==> src/rtl/pmic_regif_pkg.sv <==
package pmic_regif_pkg;

   localparam int BYTE_W     = 8;
   localparam int NUM_ENTRIES = 10;

   typedef logic [BYTE_W-1:0] byte_t;

   typedef struct packed {
      logic [BYTE_W-1:0] addr;    // location in the pointer space
      logic [BYTE_W-1:0] wmask;   // bits kept on write
      logic [BYTE_W-1:0] rstv;    // value after reset or soft reset
      logic              clamp;   // use clamped field instead of mask
      logic [BYTE_W-1:0] rdset;   // bits forced high on read
   } reg_desc_t;

   localparam reg_desc_t REG_TABLE [NUM_ENTRIES] = '{
      '{8'h02, 8'hFF, 8'h0C, 1'b0, 8'h00},
      '{8'h03, 8'hFF, 8'h05, 1'b0, 8'h00},
      '{8'h04, 8'h1F, 8'h02, 1'b1, 8'h00},
      '{8'h05, 8'h1F, 8'h0C, 1'b1, 8'h00},
      '{8'h06, 8'h03, 8'h03, 1'b0, 8'h00},
      '{8'h07, 8'h3F, 8'h33, 1'b0, 8'h00},
      '{8'h12, 8'hFF, 8'h00, 1'b0, 8'h00},
      '{8'h13, 8'hFF, 8'h00, 1'b0, 8'h00},
      '{8'h15, 8'h07, 8'h01, 1'b0, 8'h80},
      '{8'h16, 8'h7F, 8'h09, 1'b0, 8'h00}
   };

endpackage

==> src/rtl/regif_ptr.sv <==
module regif_ptr
   import pmic_regif_pkg::*;
#(
   parameter int AW = BYTE_W
) (
   input  logic          clk,
   input  logic          rst_n,
   input  logic          start_i,
   input  logic          byte_vld_i,
   input  logic [AW-1:0] byte_i,
   input  logic          rd_req_i,
   output logic [AW-1:0] ptr_o,
   output logic          wr_en_o
);

   localparam logic [AW-1:0] PTR_ONE = AW'(1);

   logic          addr_phase_q;
   logic [AW-1:0] ptr_q;

   always_ff @(posedge clk) begin
      if (!rst_n) begin
         addr_phase_q <= 1'b0;
         ptr_q        <= '0;
      end else if (start_i) begin
         addr_phase_q <= 1'b1;
      end else if (byte_vld_i) begin
         if (addr_phase_q) begin
            ptr_q        <= byte_i;
            addr_phase_q <= 1'b0;
         end else begin
            ptr_q <= ptr_q + PTR_ONE;
         end
      end else if (rd_req_i) begin
         ptr_q <= ptr_q + PTR_ONE;
      end
   end

   assign ptr_o   = ptr_q;
   assign wr_en_o = byte_vld_i & ~addr_phase_q & ~start_i;

   assert_one_event_R1: assert property (@(posedge clk) disable iff (!rst_n)
      $countones({start_i, byte_vld_i, rd_req_i}) <= 1);

   assert_addr_load_R1: assert property (@(posedge clk) disable iff (!rst_n)
      (byte_vld_i && !wr_en_o && !start_i) |=> (ptr_q == $past(byte_i)));

   assert_write_step_R2: assert property (@(posedge clk) disable iff (!rst_n)
      wr_en_o |=> (ptr_q == $past(ptr_q) + PTR_ONE));

   assert_read_step_R3: assert property (@(posedge clk) disable iff (!rst_n)
      (rd_req_i && !start_i && !byte_vld_i) |=> (ptr_q == $past(ptr_q) + PTR_ONE));

   assert_wrap_R4: assert property (@(posedge clk) disable iff (!rst_n)
      ((rd_req_i || wr_en_o) && !start_i && (ptr_q == '1)) |=> (ptr_q == '0));

endmodule

==> src/rtl/regif_wrfmt.sv <==
module regif_wrfmt
   import pmic_regif_pkg::*;
#(
   parameter logic [BYTE_W-1:0] WMASK       = 8'hFF,
   parameter bit                CLAMP_EN    = 1'b0,
   parameter logic [BYTE_W-1:0] CLAMP_FIELD = 8'h1F,
   parameter logic [BYTE_W-1:0] CLAMP_LIMIT = 8'h12
) (
   input  logic [BYTE_W-1:0] din,
   output logic [BYTE_W-1:0] dout
);

   if (CLAMP_LIMIT > CLAMP_FIELD) begin : g_bad_limit
      $error("clamp ceiling exceeds the field it limits");
   end

   if (CLAMP_EN) begin : g_clamp
      logic [BYTE_W-1:0] field;
      assign field = din & CLAMP_FIELD;
      assign dout  = (field > CLAMP_LIMIT) ? CLAMP_LIMIT : field;
   end else begin : g_mask
      assign dout = din & WMASK;
   end

endmodule

==> src/rtl/regif_regfile.sv <==
module regif_regfile
   import pmic_regif_pkg::*;
#(
   parameter int                NUM         = NUM_ENTRIES,
   parameter logic [BYTE_W-1:0] CLAMP_FIELD = 8'h1F,
   parameter logic [BYTE_W-1:0] CLAMP_LIMIT = 8'h12
) (
   input  logic              clk,
   input  logic              rst_n,
   input  logic              wr_en_i,
   input  logic [BYTE_W-1:0] wr_addr_i,
   input  logic [BYTE_W-1:0] wr_data_i,
   input  logic              soft_rst_i,
   input  logic [BYTE_W-1:0] rd_addr_i,
   output logic [BYTE_W-1:0] rd_data_o
);

   if (NUM > NUM_ENTRIES || NUM < 1) begin : g_bad_num
      $error("entry count outside the register table");
   end

   logic [BYTE_W-1:0] q_all [NUM];

   for (genvar i = 0; i < NUM; i++) begin : g_ent
      localparam reg_desc_t D = REG_TABLE[i];
      logic [BYTE_W-1:0] q_r;
      logic [BYTE_W-1:0] fmt;

      regif_wrfmt #(
         .WMASK       (D.wmask),
         .CLAMP_EN    (D.clamp),
         .CLAMP_FIELD (CLAMP_FIELD),
         .CLAMP_LIMIT (CLAMP_LIMIT)
      ) u_fmt (
         .din  (wr_data_i),
         .dout (fmt)
      );

      always_ff @(posedge clk) begin
         if (!rst_n || soft_rst_i) begin
            q_r <= D.rstv;
         end else if (wr_en_i && (wr_addr_i == D.addr)) begin
            q_r <= fmt;
         end
      end

      assign q_all[i] = q_r;

      assert_soft_reset_R6: assert property (@(posedge clk) disable iff (!rst_n)
         soft_rst_i |=> (q_r == D.rstv));

      if (D.clamp) begin : g_chk_clamp
         assert_clamp_limit_R7: assert property (@(posedge clk) disable iff (!rst_n)
            (q_r <= CLAMP_LIMIT));
      end else begin : g_chk_mask
         assert_field_mask_R9: assert property (@(posedge clk) disable iff (!rst_n)
            ((q_r & ~D.wmask) == (D.rstv & ~D.wmask)));
      end
   end

   always_comb begin
      rd_data_o = '0;
      for (int i = 0; i < NUM; i++) begin
         if (rd_addr_i == REG_TABLE[i].addr) begin
            rd_data_o = rd_data_o | q_all[i] | REG_TABLE[i].rdset;
         end
      end
   end

endmodule

==> src/rtl/pmic_regif.sv <==
module pmic_regif
   import pmic_regif_pkg::*;
#(
   parameter logic [BYTE_W-1:0] REV_ADDR    = 8'h01,
   parameter logic [BYTE_W-1:0] REV_VALUE   = 8'h22,
   parameter logic [BYTE_W-1:0] SRST_ADDR   = 8'h14,
   parameter logic [BYTE_W-1:0] OSC_ADDR    = 8'h15,
   parameter logic [BYTE_W-1:0] CLAMP_FIELD = 8'h1F,
   parameter logic [BYTE_W-1:0] CLAMP_LIMIT = 8'h12
) (
   input  logic              clk,
   input  logic              rst_n,
   input  logic              wr_start_i,
   input  logic              rx_valid_i,
   input  logic [BYTE_W-1:0] rx_byte_i,
   input  logic              rd_req_i,
   output logic [BYTE_W-1:0] rd_byte_o
);

   if (REV_ADDR == SRST_ADDR) begin : g_bad_map
      $error("revision and soft-reset locations collide");
   end

   logic [BYTE_W-1:0] ptr;
   logic              wr_en;
   logic              soft_rst;
   logic [BYTE_W-1:0] file_rd;

   regif_ptr #(.AW(BYTE_W)) u_ptr (
      .clk        (clk),
      .rst_n      (rst_n),
      .start_i    (wr_start_i),
      .byte_vld_i (rx_valid_i),
      .byte_i     (rx_byte_i),
      .rd_req_i   (rd_req_i),
      .ptr_o      (ptr),
      .wr_en_o    (wr_en)
   );

   assign soft_rst = wr_en && (ptr == SRST_ADDR) && rx_byte_i[0];

   regif_regfile #(
      .NUM         (NUM_ENTRIES),
      .CLAMP_FIELD (CLAMP_FIELD),
      .CLAMP_LIMIT (CLAMP_LIMIT)
   ) u_rf (
      .clk        (clk),
      .rst_n      (rst_n),
      .wr_en_i    (wr_en),
      .wr_addr_i  (ptr),
      .wr_data_i  (rx_byte_i),
      .soft_rst_i (soft_rst),
      .rd_addr_i  (ptr),
      .rd_data_o  (file_rd)
   );

   assign rd_byte_o = (ptr == REV_ADDR) ? REV_VALUE : file_rd;

   assert_clk_good_R8: assert property (@(posedge clk) disable iff (!rst_n)
      (rd_req_i && ptr == OSC_ADDR) |-> rd_byte_o[7]);

   assert_srst_reads_zero_R6: assert property (@(posedge clk) disable iff (!rst_n)
      (rd_req_i && ptr == SRST_ADDR) |-> (rd_byte_o == '0));

endmodule

==> config.mk <==
export PLATFORM = sky130hd
export DESIGN_NAME = pmic_regif
export DESIGN_NICKNAME = d
export VERILOG_FILES = /design/src/rtl/pmic_regif_pkg.sv /design/src/rtl/regif_ptr.sv /design/src/rtl/regif_wrfmt.sv /design/src/rtl/regif_regfile.sv /design/src/rtl/pmic_regif.sv
export SDC_FILE = /design/constraint.sdc
export NUM_CORES = 1
export LEC_CHECK = 0
export BUFFER_PORTS_ARGS = -buffer_cell sky130_fd_sc_hd__buf_2
export CORE_MARGIN = 2
export CORE_UTILIZATION = 60
export DETAILED_ROUTE_END_ITERATION = 10
export GPL_TIMING_DRIVEN = 0
export PLACE_DENSITY = 0.79
export SLEW_MARGIN = 25
export SYNTH_ARGS = -nofsm -noshare
export SYNTH_HDL_FRONTEND = slang
export SYNTH_SLANG_ARGS = --single-unit
==> constraint.sdc <==
create_clock -name clk -period 2.3 [get_ports clk]
set_clock_uncertainty 0.05 [all_clocks]
set_input_delay 0.345 -clock clk [delete_from_list [all_inputs] [get_ports clk]]
set_output_delay 0.345 -clock clk [all_outputs]
set_load 0.01 [all_outputs]
Word-level counts from Yosys, hierarchy flattened --
Cells that the tools add are included.
Storage, ports and cells: output and inout bits 8, flip-flop bits (word level) 75
Operators by class: equality and inequality tests 12, mux-type cells 17, $add $sub $neg 1, order comparisons 1, reductions and logical operators 17, bitwise gates (word level) 13
Operator list (count):
- $mux 8 | 14
- $eq 8x5->1 const B | 5
- $or 8x8->8 | 5
- $eq 8x3->1 const B | 4
- $eq 8x2->1 const B | 2
- $logic_and 1x1->1 | 12
- $add 8x1->8 const B | 1
- $eq 8x1->1 const B | 1
- $or 8x2->8 | 1
- $or 8x6->8 | 1
- $or 8x7->8 | 1
- $or 7x3->7 | 1
- $gt 5x5->1 const B | 1
- $mux 5 | 1
- $reduce_bool 2->1 | 2
- $and 1x1->1 | 2
- $mux 1 | 2
- $not 1->1 | 2
- $reduce_and 2->1 | 1
- $logic_not 1->1 | 1
- $logic_or 1x1->1 | 1

Longest topological paths before layout --
Gate-level depths: netlist of the first run.
depth after elaboration 21, mapped depth 8, depth with buffers taken out 6

Hierarchy --
A second synthesis of the first run with hierarchy kept.
Unflattened totals: cell total of the unflattened synthesis 644, area total of the unflattened synthesis 5047.3 um^2
Modules (own cells, without submodules):
- regif_regfile | area each 3757.4 um^2, sequential area each 1581.5 um^2, cells an instance 470, times used 1
- regif_ptr | area each 539.3 um^2, sequential area each 180.2 um^2, cells an instance 70, times used 1
- regif_wrfmt at u_rf.g_ent[4].u_fmt ... | area each 63.8 um^2, sequential area each 0.0 um^2, cells an instance 9, times used 4
- regif_wrfmt at u_rf.g_ent[0].u_fmt ... | area each 60.1 um^2, sequential area each 0.0 um^2, cells an instance 8, times used 4
- regif_wrfmt at u_rf.g_ent[2].u_fmt ... | area each 67.6 um^2, sequential area each 0.0 um^2, cells an instance 11, times used 2
- pmic_regif | area each 120.1 um^2, sequential area each 0.0 um^2, cells an instance 14, times used 1

Worst setup path before layout of the first run --
OpenSTA, ideal clock, no wires.
path kind reg-to-output, start reg u_ptr.ptr_q[0] (netlist: u_ptr.ptr_o[0]), end out rd_byte_o[0], required time 1.905 ns, slack 0.251 ns, arrival 1.654 ns, cell stages (with the launch flop) 8, buffers on the path 2, cell sequence dfxtp_1 ha_1 clkbuf_1 buf_1 nand3_1 o21ai_0 a32oi_1 a21oi_1
Between the ends: word-level cells in the longest chain between the ends 21
RTL lines:
- start, declared | line regif_ptr.sv:19 | logic [AW-1:0] ptr_q;
- start signal, assigned | line regif_ptr.sv:29 | ptr_q <= byte_i;
- start signal, assigned | line regif_ptr.sv:32 | ptr_q <= ptr_q + PTR_ONE;
- start signal, assigned | line regif_ptr.sv:35 | ptr_q <= ptr_q + PTR_ONE;
- $eq 8x2->1 | line regif_regfile.sv:64 | if (rd_addr_i == REG_TABLE[i].addr) begin
- $mux 8 | line regif_regfile.sv:64
- $or 8x8->8 | line regif_regfile.sv:65 | rd_data_o = rd_data_o | q_all[i] | REG_TABLE[i].rdset;
- $mux 8 | line regif_regfile.sv:64
- $or 8x8->8 | line regif_regfile.sv:65
- $mux 8 | line regif_regfile.sv:64
- $or 8x8->8 | line regif_regfile.sv:65
- $mux 8 | line regif_regfile.sv:64
- (+5 left out)
- $mux 8 | line regif_regfile.sv:64
- $or 8x8->8 | line regif_regfile.sv:65
- $mux 8 | line regif_regfile.sv:64
- $or 7x3->7 | line regif_regfile.sv:65
- $mux 8 | line regif_regfile.sv:64
- $or 8x7->8 | line regif_regfile.sv:65
- $mux 8 | line regif_regfile.sv:64
- $mux 8 (*) | line pmic_regif.sv:57 | assign rd_byte_o = (ptr == REV_ADDR) ? REV_VALUE : file_rd;
- end, declared | line pmic_regif.sv:17 | output logic [BYTE_W-1:0] rd_byte_o
Mark *: on every way between the ends. The rest lies on a longest branch, timed or not.

Worst setup path in the final report of the first run --
start reg u_ptr.ptr_q[5] (netlist: u_ptr.ptr_o[5]), end out rd_byte_o[2]
The elaborated chain is that of the path after synthesis.

==> impl_results.md, run 1 <==
- Status: complete, but fails checks
- Failing checks: negative setup slack
- Placed cell area: 3760 um2
- DR iter-0 viols: 329
- Largest family of logic cells by synthesized area: simple AND/OR/NAND/NOR gates
- Clk Latency, worst-skew pair: about 0.34 ns
- First-pass GRT wire length: 15300 um
- Ys flop type: dfxtp_1
- Largest net degree at the start of global routing: 11
- Starting Density: 61.2%
- Min setup slack post-route: -0.115 ns
- Area growth, synth to finish: 18.5%
- Gate power share: 13.9%
- Final setup fails: 3
- Switch share: 27.3%
- # IOs: 21
- Synth cell types: 54
- Startpoint Class: flop
- Multiplexer area fraction after synthesis: 19.1%
- Vias per cell: 6.41
- Slew @ Worst Pin: 0.653 ns
- Max-slew violations: 0
- R2r startpoint: u_ptr.ptr_o[0]
- Hold buffers post-CTS: 0
- Post-synth top area share: 38.6%
- Row count: 28
- Internal Power: 0.00179 W
- Max FO, Critical Path: 9
- Reg power frac: just under 50%
- Synth Area in Simple Gates: 21.8%
- Ant. Diodes: 0
- Vias: around 3300
- Synth Area per Inst: 9.07 um2
- Drt total wl: 10300 um
- DRT antenna net count: 0
- Post-Synth Adder-Cell Area: 1.40%
- Vias in the first global route: a little under 3000
- CP Capture Type: output port
- Final Instance Area: 4240 um2
- Max transition margin: 56.3%
- Wire per inst: between 20 and 25 um
- Crit path required time: 1.90 ns
- CTS buffer count: 9
- Cells after Synth: between 300 and 400
- Crit share post-route: 105%
- PwrDens: 581 nW/um2
- H-tree levels: 3
- Post-synth top cells: dfxtp_1 (69), mux2i_1 (66), nor2_1 (54)
- Grt met1 use: between 40% and 50%
- Sequential share of the synthesized area: 38.6%
- Async set-reset flop share out of synthesis: 0%
- Area leader, netlist: dfxtp_1
- Net switching power figure: approximately 0.00067 W
- Worst Setup Path Type: reg -> out
- Global route hottest layer: met2
- Achievable Freq: 0.414 GHz
- DIE WIDTH: 81.3 um
- Clk root buf: clkbuf_8
- Post-detail-place hpwl: 6580 um
- Area of the die: 6600 um2
- Syn Std Cell Area: between 3000 and 4000 um2
- #FFs+latches synth: 69
- Leading post-synthesis cells by cell area: dfxtp_1 (39%), mux2i_1 (18%), nor2_1 (5.7%)
- Final Util: 72.5%
- First-pass DRT Iterations: 5
- Overall routing resource usage: 31.6%
- Unrepaired setup endpoints after global routing: yes
- Most common cell in the netlist: dfxtp_1
- Initial antenna violation count: 0
- Number of synthesized flops with an enable pin: 0
- CTS tree: yes
- Post-synthesis xor/xnor area fraction: 0%
- Post-Syn Nets: approximately 400
- FF-to-FF path depth: 7
- Met2 Track Usage GR: about 50%
- Syn. warnings: 0
- Reg2reg end: u_rf.g_ent[6].q_r[1]
- Max Cap Violations: 0
- CTS clk-pin slew, worst paths: 0.07 ns
- Hold WC Path Type: in -> reg
- GR Util met3: 6.33%
- Proportion of layout cells with a drive suffix above 1: 23.6%
- Die Height: between 80 and 90 um
- FF-to-FF setup slack: -0.03 ns
- Crit path launch: u_ptr.ptr_o[5]
- I/O Buffers: 18
- Compound-cell area share of the yosys netlist: 13.3%
- Period minus WS final: 2.42 ns
- Final Hold Fails: 0
- CTS Buffer Depth: 2
- Nets: 448
- Clk pwr share: 36.8%
- VDD IR max: approximately 0.56 mV
- DRC errors left: 0
- Grt ovf: 0
- Core ar.: 5850 um2
- Crit path capture: rd_byte_o[2]
- Critical Path AT: 2.02 ns
- Routability cong.: between 0.9 and 1
- Leakage: 1.95 nW
- CTS sink count: 69
## area by class of cell
cell class	instances	area, um2
Buffer	28	233
Clock buffer	15	166
Clock inverter	1	5.00
Fill cell	416	1610
Inverter	6	25.0
Multi-Input combinational cell	287	2130
Sequential cell	69	1390
Tap cell	75	93.8
Timing Repair Buffer	30	193
## per-layer routing
metal | vias up | routed length (um)
met5 | - | 0
met4 | 0 | 380
met3 | 36 | 815
met2 | 179 | 4800
met1 | 1570 | 4330
li1 | 1490 | -
## cells in the final DEF, fill, tap and decap left out, types with 4 or more instances in the layout
master	Yosys	routed
nor2_1	54	53
a22o_1	5	5
nor3_1	5	4
nand3_1	17	17
clkbuf_8	0	11
buf_4	2	13
a22oi_2	0	4
buf_2	7	21
nand4_2	4	4
dfxtp_1	69	65
nand2_1	34	34
mux2i_1	66	66
inv_1	6	5
clkbuf_1	14	12
and4_1	4	4
buf_6	6	10
o21ai_0	8	8
a21oi_1	14	13
## worst min-delay path by stage
stage	startpoint	to	slack, ns	depth (start not counted)
floorplan	u_rf.g_ent[9].q_r[6]	u_rf.g_ent[9].q_r[6]	0.39	2
global placement	u_rf.g_ent[9].q_r[6]	u_rf.g_ent[9].q_r[6]	0.40	2
detailed placement	u_rf.g_ent[9].q_r[6]	u_rf.g_ent[9].q_r[6]	0.41	2
CTS	wr_start_i	u_ptr.addr_phase_q	0.25	3
global route	rx_byte_i[7]	u_rf.g_ent[0].q_r[7]	0.27	3
finish	wr_start_i	u_ptr.addr_phase_q	0.26	3
## power by group through the flow
| stage | Combinational, W | Sequential [W] | Clock, W |
|---|---|---|---|
| 3_5_place_dp | 0.000262 | 0.00124 | 0 |
| 3_3_place_gp | 0.000260 | 0.00124 | 0 |
| 6_report | 0.000342 | 0.00122 | 0.000906 |
| 5_1_grt | 0.000358 | 0.00122 | 0.000965 |
| 4_1_cts | 0.000303 | 0.00121 | 0.000902 |
| 2_1_floorplan | 0.000177 | 0.00124 | 0 |
## through the flow
step	hold slack, ns	std cells	setup slack (ns)	total power (W)	setup TNS (ns)
floorplan	0.386	395	0.251	0.00141	0
global placement	0.401	488	-0.343	0.00150	-5.14
detailed placement	0.408	488	-0.342	0.00150	-6.08
CTS	0.251	509	-0.0380	0.00242	-0.0734
global route	0.267	511	-0.107	0.00254	-0.267
finish	0.256	511	-0.115	0.00246	-0.150
## kinds of logic after synthesis
kind of cell	after synthesis
simple gates	149
flops	69
mux	68
compound gates	66
buf+inv	39
fa+ha+maj	4
## registers in the layout (all words and copies together) (netlist names)
register,count
u_ptr.addr_phase_q,1
u_ptr.ptr_o,8
u_rf.g_ent.q_r,60
## worst max-delay path, cell delays in order, from the launching register on
cell and delay (ns):
dfxtp_1 0.31, buf_6 0.14, or4_4 0.52, a21oi_2 0.12
o21bai_1 0.12, a211oi_2 0.28, buf_2 0.19
## what timing repair did
action,CTS,global route
pin swaps,9,6
cloned,0,0
endpoints found under the setup margin,46,12
gates resized for setup,37,32
buffers inserted,8,4
hold endpoints to repair,0,0
(Power assumes the default switching activity.)
==> inputs of run 2 (changes only) <==
--- a/config.mk
+++ b/config.mk
@@ -10,8 +10,9 @@
 export CORE_UTILIZATION = 60
 export DETAILED_ROUTE_END_ITERATION = 10
 export GPL_TIMING_DRIVEN = 0
-export PLACE_DENSITY = 0.79
+export PLACE_DENSITY = 0.78
 export SLEW_MARGIN = 25
 export SYNTH_ARGS = -nofsm -noshare
 export SYNTH_HDL_FRONTEND = slang
+export SYNTH_HIERARCHICAL = 1
 export SYNTH_SLANG_ARGS = --single-unit
==> run 2 against run 1 <==
The flow still finishes with violations (negative setup slack). Final cell count up 62%. Die area increased by 39%. Fmax down 6.3%. Power is 31% higher. Non-clock buffer count rose by 111. Synthesized area increased by 41%. First-iteration DRC count rose by 90%. Combinational power grew 75%. Synthesized cell count is 63% higher. Critical endpoint unchanged. Largest cell class unchanged.
==> impl_results.md, run 2 <==
- R2r startpoint: u_ptr/ptr_o[7]
- Synth Area per Inst: 7.84 um2 (-14%)
- Worst Setup Path Type: reg -> out
- TNS Setup: -6.15 ns (-6.00 ns)
- Final setup fails: 60 (+57)
- CP Capture Type: output port
- CTS sink count: 88 (+28%)
- Max-slew violations: 0 (unchanged)
- Wire per inst: 19.6 um (-3.0%)
- Power Total: 0.00324 W (+31%)
- DIE WIDTH: 95.7 um (+18%)
- DRT antenna net count: 0 (unchanged)
- Reg power frac: 47.8% (-1.5 points)
- Row count: 33 (+18%)
- FF-to-FF path depth: 9 (+2)
- Achievable Freq: 0.388 GHz (-6.3%)
- FF-to-FF setup slack: -0.17 ns (-0.14 ns)
- Area growth, synth to finish: 21.8%
- Nets: 735 (+64%)
- Commonest non-fill, non-tap cells in the layout: buf_4 (108), dfxtp_1 (80), nand2_1 (77)
- Routability cong.: 0.930 (-1.6%)
- I/O Buffers: 20 (+2)
- Max transition margin: 50.4% (-5.9 points)
- Vias per cell: 6.31 (-1.5%)
- Gate power share: 18.5% (+4.6 points)
- Starting Density: 61.6% (+0.44 points)
- Cells after Synth: 643 (+63%)
- Post-detail-place hpwl: 10300 um (+56%)
- Startpoint Class: flop
- Drt total wl: 16300 um (+58%)
- Clk pwr share: 33.7% (-3.1 points)
- CTS buffer count: 9 (unchanged)
- Proportion of layout cells with a drive suffix above 1: 32.0% (+8.4 points)
- CTS Buffer Depth: 2 (unchanged)
- Final Hold Fails: 0 (unchanged)
- Max FO, Critical Path: 5 (-4)
- Die Height: 95.7 um (+18%)
- Clk root buf: clkbuf_8
- PwrDens: 527 nW/um2 (-9.2%)
- Net switching power figure: 0.000904 W (+34%)
- First-pass DRT Iterations: 5 (unchanged)
- Syn Std Cell Area: 5040 um2 (+41%)
- Largest reg by FF count: u_rf/g_ent.q_r
- Status: complete, but fails checks
- Slew @ Worst Pin: 0.741 ns (+0.0879 ns)
- Crit share post-route: 112% (+7.0 points)
- CTS tree: yes
- Hold Startpoint: wr_start_i
- Period minus WS final: 2.58 ns (+0.162 ns)
- Area of the die: 9150 um2 (+39%)
- Grt ovf: 0 (unchanged)
- Hold path depth: 3 (unchanged)
- Leakage: 2.47 nW (+27%)
- Switch share: 27.9% (+0.59 points)
- Hold Crit Endpoint: u_ptr/addr_phase_q
- CTS clk-pin slew, worst paths: 0.08 ns (about the same)
- # IOs: 21 (unchanged)
- Largest net degree at the start of global routing: 18 (+7)
- Failing checks: negative setup slack
- WHS: 0.225 ns (-0.0311 ns)
- VDD IR max: 0.294 mV (-48%)
- DRC errors left: 0 (unchanged)
- Internal Power: 0.00233 W (+30%)
- Critical Path AT: 2.18 ns (+0.16 ns)
- Crit path required time: 1.90 ns (about the same)
- Initial antenna violation count: 0 (unchanged)
- Max Cap Violations: 0 (unchanged)
- First-pass GRT wire length: 23700 um (+55%)
- Min setup slack post-route: -0.277 ns (-0.162 ns)
- Vias: 5239 (+60%)
- H-tree levels: 3 (unchanged)
- Most common cell after layout, fill and taps aside: buf_4
- Clk Latency, worst-skew pair: 0.35 ns (about the same)
- Ant. Diodes: 0 (unchanged)
- DR iter-0 viols: 624 (+90%)
- Reg2reg end: u_rf/g_ent[6].q_r[6]
- Syn. warnings: 6 (+6)
- Hold WC Path Type: in -> reg
- Vias in the first global route: 4476 (+52%)
- Core ar.: 8180 um2 (+40%)
- Unrepaired setup endpoints after global routing: yes
- Max FFs per register: 79 (+32%)
- Overall routing resource usage: 34.5% (+2.9 points)
-- run 2: routing by layer --
metal	vias up	part of all wire, %	track usage, %
met5	-	0	0
met4	0	4.1	13.3
met3	74	10	4.11
met2	374	46	54.0
met1	2437	40	48.6
li1	2354	-	-
-- run 2: worst max path at each step --
stage / slack, ns / startpoint / cells past startpoint / endpoint
floorplan: 0.05 / u_ptr/ptr_o[5] / 6 / rd_byte_o[2]
global placement: -0.51 / u_ptr/ptr_o[0] / 8 / rd_byte_o[6]
detailed placement: -0.51 / u_ptr/ptr_o[0] / 8 / rd_byte_o[6]
CTS: -0.27 / u_ptr/ptr_o[7] / 7 / rd_byte_o[2]
global route: -0.35 / u_ptr/ptr_o[5] / 7 / rd_byte_o[2]
finish: -0.28 / u_ptr/ptr_o[5] / 7 / rd_byte_o[2]
-- run 2: timing repair --
item,CTS,global route
gates resized for setup,65,66
hold buffers,0,0
setup buffers,9,25
setup endpoints to repair,57,45
gates cloned,1,0
pin swaps,8,10
-- run 2: worst max-delay path: stages, from the launching register on --
cell and delay [ns]:
dfxtp_4 0.35, or3_4 0.40, buf_6 0.15, or2_4 0.24
or3_1 0.34, nand3_1 0.06, a21boi_2 0.15, buf_2 0.14
-- run 2: layout make-up --
cell class / instances / area [um2]
buffer: 114 / 855
clock buffer: 10 / 138
fill: 585 / 2040
timing repair buffer: 55 / 393
inverter: 5 / 18.8
multi-input combinational: 448 / 2760
clock inverter: 5 / 57.6
sequential: 88 / 1790
tap: 105 / 131
-- run 2: power groups by stage --
stage	combinational (W)	clock (W)	sequential, W
2_1_floorplan	0.000306	0	0.00159
3_3_place_gp	0.000425	0	0.00159
3_5_place_dp	0.000433	0	0.00160
4_1_cts	0.000490	0.00110	0.00155
5_1_grt	0.000631	0.00116	0.00155
6_report	0.000599	0.00109	0.00155
-- run 2: per-stage QoR --
| step | setup slack, ns | cell area (um2) | util, % | cells |
|---|---|---|---|---|
| 3_5_place_dp | -0.507 | 5320 | 65.1 | 781 |
| 6_report | -0.277 | 6140 | 75.1 | 830 |
| 2_1_floorplan | 0.0494 | 5090 | - | 656 |
| 4_1_cts | -0.266 | 5740 | 70.2 | 805 |
| 3_3_place_gp | -0.508 | 5320 | 65.1 | 781 |
| 5_1_grt | -0.349 | 6140 | 75.1 | 830 |
==> inputs of run 3 (changes only) <==
--- a/config.mk
+++ b/config.mk
@@ -9,8 +9,9 @@
 export CORE_MARGIN = 2
 export CORE_UTILIZATION = 60
 export DETAILED_ROUTE_END_ITERATION = 10
-export GPL_TIMING_DRIVEN = 0
+export GPL_TIMING_DRIVEN = 1
 export PLACE_DENSITY = 0.78
+export RECOVER_POWER = 25
 export SLEW_MARGIN = 25
 export SYNTH_ARGS = -nofsm -noshare
 export SYNTH_HDL_FRONTEND = slang
==> constraint.sdc (replaced) <==
create_clock -name clk -period 2.6 [get_ports clk]
set_clock_uncertainty 0.05 [all_clocks]
set_input_delay 0.39 -clock clk [delete_from_list [all_inputs] [get_ports clk]]
set_output_delay 0.39 -clock clk [all_outputs]
set_load 0.01 [all_outputs]
==> run 3 against run 2 <==
The flow now finishes without violations. Combinational power fell by 42%. First-iteration DRC count down 33%. Non-clock buffer count fell by 116. Sequential power fell by 12%. Critical endpoint is now rd_byte_o[1]. Via count decreased by 15%. Sequential cell count is the same. Worst setup slack improved by 0.29 ns. Core utilization shrank 13 points. Routed wire length shrank 23%. Cell area is 17% lower. Sequential share of layout area increased by 5.4 points. Hold slack better by 0.056 ns.
==> impl_results.md, run 3 (synthesis results as in run 2) <==
- Status: finished, final reports clean
- Placed cell area: 4850 um2 (-8.8%)
- Area growth, synth to finish: 1.51%
- Filler instances: 721 (+23%)
- Final setup fails: 0 (-100%)
- Slew @ Worst Pin: 0.687 ns (-0.0542 ns)
- Most common cell after layout, fill and taps aside: dfxtp_1
- PwrDens: 519 nW/um2 (-1.6%)
- Max FFs per register: 79 (unchanged)
- Ant. Diodes: 0 (unchanged)
- Starting Density: 61.6% (unchanged)
- Overall routing resource usage: 28.2% (-6.3 points)
- Final Instance Area: 5120 um2 (-17%)
- DRC errors left: 0 (unchanged)
- Max transition margin: 54.2% (+3.8 points)
- H-tree levels: 3 (unchanged)
- Final Hold Fails: 0 (unchanged)
- Commonest non-fill, non-tap cells in the layout: dfxtp_1 (83), nand2_1 (77), nand3_1 (75)
- CTS sink count: 88 (unchanged)
- TNS Setup: 0 ns (+6.15 ns)
- Clk root buf: clkbuf_8
- CTS tree: yes
- Vias per cell: 6.21 (-1.7%)
- Core ar.: 8180 um2 (unchanged)
- CTS Buffer Depth: 2 (unchanged)
- Proportion of layout cells with a drive suffix above 1: 17.4% (-15 points)
- Vias: 4431 (-15%)
- Nets: 619 (-16%)
- Routability cong.: 0.936 (+0.57%)
- Grt ovf: 0 (unchanged)
- Clk Latency, worst-skew pair: 0.36 ns (about the same)
- Vias in the first global route: 3920 (-12%)
- First-pass DRT Iterations: 5 (unchanged)
- Max Cap Violations: 0 (unchanged)
- CTS buffer count: 9 (unchanged)
- VDD IR max: 0.283 mV (-3.7%)
- Crit share post-route: 99.3%
- WHS: 0.282 ns (+0.0564 ns)
- Slowest CP cell: nor4_1
- Drt total wl: 12600 um (-23%)
- Largest net degree at the start of global routing: 127 (+109)
- Area of the die: 9150 um2 (unchanged)
- CTS clk-pin slew, worst paths: 0.08 ns (about the same)
- # IOs: 21 (unchanged)
- Slowest Stage Delay on Critical Path: 0.44 ns (+0.04 ns)
- DRT antenna net count: 0 (unchanged)
- Wire per inst: 17.7 um (-9.9%)
- CP Capture Type: output port
- Unrepaired setup endpoints after global routing: yes
- Initial antenna violation count: 1 (+1)
- I/O Buffers: 20 (unchanged)
- Period minus WS final: 2.58 ns
- Largest reg by FF count: u_rf/g_ent.q_r
- Startpoint Class: flop
- Achievable Freq: 0.387 GHz
- Max FO, Critical Path: 8 (+3)
- Row count: 33 (unchanged)
- Worst Setup Path Type: reg -> out
- Critical Path AT: 2.14 ns (-0.04 ns)
- Critical Path, Cell by Cell: or3_4, buf_4, nor4_1, a21oi_1, nand3_1, a21o_1, buf_2
- First-pass GRT wire length: 20000 um (-16%)
- Die Height: 95.7 um (unchanged)
- Crit path required time: 2.16 ns (+0.26 ns)
- Leakage: 1.88 nW (-24%)
- Max-slew violations: 0 (unchanged)
- DIE WIDTH: 95.7 um (unchanged)
- Hold WC Path Type: in -> reg
- DR iter-0 viols: 415 (-33%)
- Post-detail-place hpwl: 8400 um (-18%)
run 3: changes by cell type in the layout (fill, tap and decap cells not counted), sizes merged:
cell    before  now
clkbuf      24   11
buf        155   53
clkinv       4    3
run 3: stage by stage:
| stage | cells | setup slack, ns | util [%] | total power [W] |
|---|---|---|---|---|
| 3_5_place_dp | 697 | 0.204 | 59.3 | 0.00171 |
| 2_1_floorplan | 656 | 0.304 | - | 0.00167 |
| 5_1_grt | 714 | -0.0578 | 62.6 | 0.00275 |
| 4_1_cts | 712 | 0.00142 | 61.9 | 0.00263 |
| 3_3_place_gp | 697 | 0.292 | 59.3 | 0.00170 |
| 6_report | 714 | 0.0169 | 62.6 | 0.00266 |
run 3: where the power goes:
| part | internal [W] | leakage (nW) | switching [W] | total [W] |
|---|---|---|---|---|
| registers | 0.00136 | 0.713 | 0.0000129 | 0.00137 |
| logic | 0.000129 | 1.07 | 0.000218 | 0.000347 |
| clock network | 0.000461 | 0.0989 | 0.000478 | 0.000939 |
run 3: worst max-delay path, delay by kind of cell (launching register included):
kind	cells	cell delay, ns
AND/OR/NAND/NOR	3	0.97
flip-flops	1	0.33
buffers and inverters	2	0.29
AO/OA/AOI/OAI	2	0.19
run 3: final cells by class:
| cell class | instances | area (um2) | share of cell area, % |
|---|---|---|---|
| Multi-Input combinational cell | 448 | 2630 | 51.5 |
| Sequential cell | 88 | 1770 | 34.6 |
| Timing Repair Buffer | 53 | 377 | 7.36 |
| Clock buffer | 11 | 141 | 2.76 |
| Tap cell | 105 | 131 | 2.57 |
| Clock inverter | 4 | 45.0 | 0.880 |
| Inverter | 5 | 18.8 | 0.367 |
run 3: routing by layer:
| metal | up-vias | track usage [%] | routed length, um |
|---|---|---|---|
| li1 | 2105 | - | - |
| met1 | 2057 | 38.2 | 5340 |
| met2 | 220 | 43.2 | 5750 |
| met3 | 47 | 7.27 | 1050 |
| met4 | 2 | 10.8 | 461 |
| met5 | - | 0 | 13 |
run 3: repair_timing:
action	in CTS	in global routing
endpoints found under the setup margin	7	8
pin swaps	0	4
buffers inserted	0	2
gates cloned	0	0
gates resized for setup	10	18
hold buffers	0	0
run 3: path summary, 6_finish.rpt:
kind                        start                    to  slack (ns)  cells past startpoint
min                  rx_byte_i[7]  u_rf/g_ent[7].q_r[7]        0.28                      3
max reg2reg        u_ptr/ptr_o[5]  u_rf/g_ent[3].q_r[3]        0.31                      7
max                u_ptr/ptr_o[6]          rd_byte_o[1]        0.02                      7
min reg2reg  u_rf/g_ent[4].q_r[3]  u_rf/g_ent[4].q_r[3]        0.41                      2
